### src/rtl/uart_irq_status_pkg.sv
package uart_irq_status_pkg;
  localparam int ADDR_W = 12;
  localparam int DATA_W = 32;

  localparam logic [ADDR_W-1:0] OFS_ERR  = 12'h004;
  localparam logic [ADDR_W-1:0] OFS_LVL  = 12'h034;
  localparam logic [ADDR_W-1:0] OFS_MASK = 12'h038;
  localparam logic [ADDR_W-1:0] OFS_RAW  = 12'h03C;
  localparam logic [ADDR_W-1:0] OFS_MIS  = 12'h040;
  localparam logic [ADDR_W-1:0] OFS_CLR  = 12'h044;

  typedef enum logic [2:0] {
    RD_NONE,
    RD_ERR,
    RD_LVL,
    RD_MASK,
    RD_RAW,
    RD_MIS
  } rdSel_e;

  typedef struct packed {
    logic   errClr;
    logic   lvlWr;
    logic   maskWr;
    logic   intClr;
    rdSel_e rdSel;
  } strobe_t;
endpackage

### src/rtl/uart_irq_status_ctrl.sv
module uart_irq_status_ctrl
  import uart_irq_status_pkg::*;
(
  input  logic              regWrEn,
  input  logic              regRdEn,
  input  logic [ADDR_W-1:0] regAddr,
  output strobe_t           strb
);
  always_comb begin
    strb.errClr = regWrEn && (regAddr == OFS_ERR);
    strb.lvlWr  = regWrEn && (regAddr == OFS_LVL);
    strb.maskWr = regWrEn && (regAddr == OFS_MASK);
    strb.intClr = regWrEn && (regAddr == OFS_CLR);
    strb.rdSel  = RD_NONE;
    if (regRdEn) begin
      unique case (regAddr)
        OFS_ERR:  strb.rdSel = RD_ERR;
        OFS_LVL:  strb.rdSel = RD_LVL;
        OFS_MASK: strb.rdSel = RD_MASK;
        OFS_RAW:  strb.rdSel = RD_RAW;
        OFS_MIS:  strb.rdSel = RD_MIS;
        default:  strb.rdSel = RD_NONE;
      endcase
    end
  end
endmodule

### src/rtl/uart_irq_status_regs.sv
module uart_irq_status_regs
  import uart_irq_status_pkg::*;
#(
  parameter int NUM_SRC    = 11,
  parameter int NUM_ERR    = 4,
  parameter int LVL_W      = 3,
  parameter int TX_LVL_RST = 2,
  parameter int RX_LVL_RST = 2
) (
  input  logic               clk,
  input  logic               rstN,
  input  strobe_t            strb,
  input  logic [DATA_W-1:0]  wrData,
  input  logic [NUM_SRC-1:0] evtIn,
  input  logic [NUM_ERR-1:0] errIn,
  output logic [NUM_SRC-1:0] rawStat,
  output logic [NUM_SRC-1:0] maskReg,
  output logic [NUM_ERR-1:0] errStat,
  output logic [LVL_W-1:0]   txLvl,
  output logic [LVL_W-1:0]   rxLvl,
  output logic               intrOut,
  output logic [DATA_W-1:0]  rdData
);
  localparam int LVL_TOT = 2 * LVL_W;

  logic [NUM_SRC-1:0] maskedStat;

  // One sticky bit per interrupt source; a set event outranks a clear.
  for (genvar i = 0; i < NUM_SRC; i++) begin : g_src
    always_ff @(posedge clk or negedge rstN) begin
      if (!rstN)                             rawStat[i] <= 1'b0;
      else if (evtIn[i])                     rawStat[i] <= 1'b1;
      else if (strb.intClr && wrData[i])     rawStat[i] <= 1'b0;
    end
  end

  // Receive error bits: a write of any value clears, new errors still land.
  for (genvar j = 0; j < NUM_ERR; j++) begin : g_err
    always_ff @(posedge clk or negedge rstN) begin
      if (!rstN)            errStat[j] <= 1'b0;
      else if (errIn[j])    errStat[j] <= 1'b1;
      else if (strb.errClr) errStat[j] <= 1'b0;
    end
  end

  always_ff @(posedge clk or negedge rstN) begin
    if (!rstN) begin
      maskReg <= '0;
      txLvl   <= LVL_W'(TX_LVL_RST);
      rxLvl   <= LVL_W'(RX_LVL_RST);
      intrOut <= 1'b0;
    end else begin
      if (strb.maskWr) maskReg <= wrData[NUM_SRC-1:0];
      if (strb.lvlWr) begin
        txLvl <= wrData[LVL_W-1:0];
        rxLvl <= wrData[LVL_TOT-1:LVL_W];
      end
      intrOut <= |maskedStat;
    end
  end

  assign maskedStat = rawStat & maskReg;

  always_comb begin
    rdData = '0;
    unique case (strb.rdSel)
      RD_ERR:  rdData[NUM_ERR-1:0] = errStat;
      RD_LVL:  rdData[LVL_TOT-1:0] = {rxLvl, txLvl};
      RD_MASK: rdData[NUM_SRC-1:0] = maskReg;
      RD_RAW:  rdData[NUM_SRC-1:0] = rawStat;
      RD_MIS:  rdData[NUM_SRC-1:0] = maskedStat;
      default: rdData = '0;
    endcase
  end
endmodule

### src/rtl/uart_irq_status.sv
module uart_irq_status
  import uart_irq_status_pkg::*;
#(
  parameter int NUM_SRC = 11,
  parameter int NUM_ERR = 4,
  parameter int LVL_W   = 3
) (
  input  logic               clk,
  input  logic               rstN,
  input  logic               regWrEn,
  input  logic               regRdEn,
  input  logic [ADDR_W-1:0]  regAddr,
  input  logic [DATA_W-1:0]  regWrData,
  output logic [DATA_W-1:0]  regRdData,
  input  logic [NUM_SRC-1:0] evtIn,
  input  logic [NUM_ERR-1:0] rxErrIn,
  output logic [LVL_W-1:0]   txLevel,
  output logic [LVL_W-1:0]   rxLevel,
  output logic               intrOut
);
  strobe_t            strb;
  logic [NUM_SRC-1:0] rawStat;
  logic [NUM_SRC-1:0] maskReg;
  logic [NUM_ERR-1:0] errStat;

  uart_irq_status_ctrl u_ctrl (
    .regWrEn (regWrEn),
    .regRdEn (regRdEn),
    .regAddr (regAddr),
    .strb    (strb)
  );

  uart_irq_status_regs #(
    .NUM_SRC (NUM_SRC),
    .NUM_ERR (NUM_ERR),
    .LVL_W   (LVL_W)
  ) u_regs (
    .clk     (clk),
    .rstN    (rstN),
    .strb    (strb),
    .wrData  (regWrData),
    .evtIn   (evtIn),
    .errIn   (rxErrIn),
    .rawStat (rawStat),
    .maskReg (maskReg),
    .errStat (errStat),
    .txLvl   (txLevel),
    .rxLvl   (rxLevel),
    .intrOut (intrOut),
    .rdData  (regRdData)
  );
endmodule

### config.mk
export PLATFORM = sky130hd
export DESIGN_NAME = uart_irq_status
export DESIGN_NICKNAME = d
export VERILOG_FILES = /design/src/rtl/uart_irq_status_pkg.sv /design/src/rtl/uart_irq_status_ctrl.sv /design/src/rtl/uart_irq_status_regs.sv /design/src/rtl/uart_irq_status.sv
export SDC_FILE = /design/constraint.sdc
export NUM_CORES = 1
export LEC_CHECK = 0
export BUFFER_PORTS_ARGS = -buffer_cell sky130_fd_sc_hd__clkbuf_2
export CAP_MARGIN = 20
export CORE_MARGIN = 5
export CORE_UTILIZATION = 40
export DETAILED_ROUTE_END_ITERATION = 10
export PLACE_DENSITY_LB_ADDON = 0.1
export SETUP_SLACK_MARGIN = 0.4
export SLEW_MARGIN = 20
export SYNTH_ARGS = -nofsm -noshare
export SYNTH_HDL_FRONTEND = slang
export SYNTH_SLANG_ARGS = --single-unit
### constraint.sdc
create_clock -name clk -period 1.72 [get_ports clk]
set_clock_uncertainty 0.05 [all_clocks]
set_input_delay 0.172 -clock clk [delete_from_list [all_inputs] [get_ports clk]]
set_output_delay 0.172 -clock clk [all_outputs]
set_load 0.01 [all_outputs]
==> out/qor.yml <==
post-synth-top-area-cell: "dfrtp_1"
syn_area_per_cell_um2: 10.8
final_common_cell: "clkbuf_2"
finalSetupTns_ns: -1.74
drt-initial-drc-count: 84
grt_pass1_wl_um: 9750
syn-cell-area_um2: 2060
clockPowerShare_pct: 38.6
cp.arrival_ns: 1.70
synth_seq_cells: 33
hold_viol_final: 0
fin_ws_ns: -0.207
avgRoutedWirePerCell_um: 16.7
drive_gt1_share_pct: 62.7
antenna_found_initial: 0
power_frac_comb_pct: 13.9
p_leak_uw: 0.00144
async_reset_ff_share_pct: 100
n_antenna_cell: 0
core-area_um2: 5070
slew_violations: 0
ys_warn_count: 0
p_switching_uw: 400
globalplace.congestion: 0.829
synth_top_flop_cell: "dfrtp_1"
final_area_um2: 3150
grt_max_degree: 34
post-route-period-util_pct: 112
endpoint_kind: "output port"
stdcell_count: 370
min_period_ns: 1.93
most-common-layout-cells: "47 x clkbuf_2, 39 x buf_4, 31 x dfrtp_1"
syn2layout_area_growth_pct: 52.4
placed_cell_area_um2: 2740
vias_per_cell: 5.04
placed_cells: 354
firstDrtPassIters: 4
outcome: "complete, but fails checks"
path_class: "in2out"
critPathRequiredTime_ns: 1.50
cts_root_buf: "clkbuf_8"
initial_core_util_pct: 40.7
detail-route-antenna-nets: 0
yosysSeqAreaShare_pct: 40.1
die_h_um: 81.8
clk_latency_ns: 0.28
violations: "negative setup slack"
synth_top_area_share_pct: 37.6
dp_slack_ns: -0.207
path_max_fanout: 3
numClockSinks: 33
synth-edff-count: 0
worstHoldPathType: "in2reg"
io_buffers: 59
yosysUniqueCellTypes: 49
cts.path.max_buffers: 2
cts-htree-levels: 2
fp.dieW_um: 81.8
rsz0062_at_grt: "true"
p_per_area_nw_per_um2: 523
place_hpwl_um: 4440
fmax_ghz: 0.519
synth.top_cells.by_area: "dfrtp_1 38%, mux2_4 12%, buf_4 8.4%"
grt_usage_pct: 19.3
startpoint_type: "primary input"
hold_ws_ns: 0.0140
nFillCells: 442
power_frac_seq_pct: 47.5
grt_pass1_vias: 1947
cts_made_buffers: 5
swShare_pct: 24.3
fp-row-count: 26
drv_cap: 0
overflow: 0
drcViolationCount: 0
worst_ir_drop_vdd_uv: 496
vias: 1865
setup_violations: 11
final_nets: 362
die-area_um2: 6700
io_pins: 102
finalWirelength_um: 6160
internal_power_uw: 1250
syn_inst: 192
clk_pin_slew_ns: 0.07
cts_tree: "done"
## routing by layer
layer | global-route usage (%) | share of wire (%)
met5 | 0 | 0
met4 | 6.64 | 2.7
met3 | 3.73 | 6.2
met2 | 31.8 | 48
met1 | 25.2 | 43
## flip-flops by register name, summed over array words and instances (netlist names)
name	cells
u_regs.rawStat	11
u_regs.errStat	4
u_regs.maskReg	11
u_regs.txLvl	3
u_regs.rxLvl	3
u_regs.intrOut	1
## what timing repair did
item,4_1_cts,5_1_grt
pin swaps,10,12
endpoints found under the setup margin,44,44
gates resized for setup,27,25
endpoints found under the hold margin,31,0
cloned,1,0
hold buffers,1,0
setup buffers,3,3
## power by group through the flow
stage               clock network [uW]  logic [uW]  registers (uW)
floorplan                            0         110             796
global placement                     0         193             796
detailed placement                   0         195             796
CTS                                659         212             781
global route                       693         251             781
finish                             635         228             782
## path summary, 6_finish.rpt
kind                                   start           endpoint  slack [ns]  cells after the start
max                               regAddr[1]       regRdData[5]       -0.21                      7
min                                 evtIn[0]  u_regs.rawStat[0]        0.01                      2
max reg2reg                u_regs.maskReg[0]     u_regs.intrOut        0.39                      4
min reg2reg                u_regs.errStat[3]  u_regs.errStat[3]        0.43                      1
max in group asynchronous               rstN    u_regs.rxLvl[1]        0.88                      3
min in group asynchronous               rstN  u_regs.rawStat[9]        0.40                      3
## area by class of cell
type                            instances  area [um^2]  share of cell area (%)
Sequential cell                        33          828                    26.3
Timing Repair Buffer                  107          761                    24.2
Multi-Input combinational cell        151         1360                    43.4
Tap cell                               70         87.6                    2.78
Clock inverter                          1         5.00                   0.159
Inverter                                1         3.75                   0.119
Clock buffer                            7         96.3                    3.06
## kinds of logic after synthesis
family                    after synthesis  synth area share [%]
AOI/OAI and AO/OA                      55                  18.2
xor gates and xnor gates                2                 0.849
buffers and inverters                  28                  10.2
DFF                                    33                  40.1
muxes                                  19                  13.2
other                                   1                 0.182
and+or+nand+nor                        54                  17.2
## cells in the mapped netlist, drive strengths merged (3+ instances only)
cell type and instances:
a21o 19, a21oi 14, a22oi 6, and2 3, buf 27, dfrtp 31, mux2 17, nand2 15
nand3 4, nor2 11, nor3 5, nor4 4, o21ai 4, o22ai 3
## per-stage QoR
stage	total power (uW)	util, %
floorplan	906	-
global placement	989	53.9
detailed placement	990	53.9
CTS	1650	59.7
global route	1720	62.0
finish	1650	62.0
## critical path, stage by stage
cell    delay [ns]
buf_6         0.09
or2_4         0.25
or3_4         0.42
and2_4        0.19
o21a_1        0.20
a32o_2        0.27
buf_6         0.12
Power figures use the tool's default switching activity.
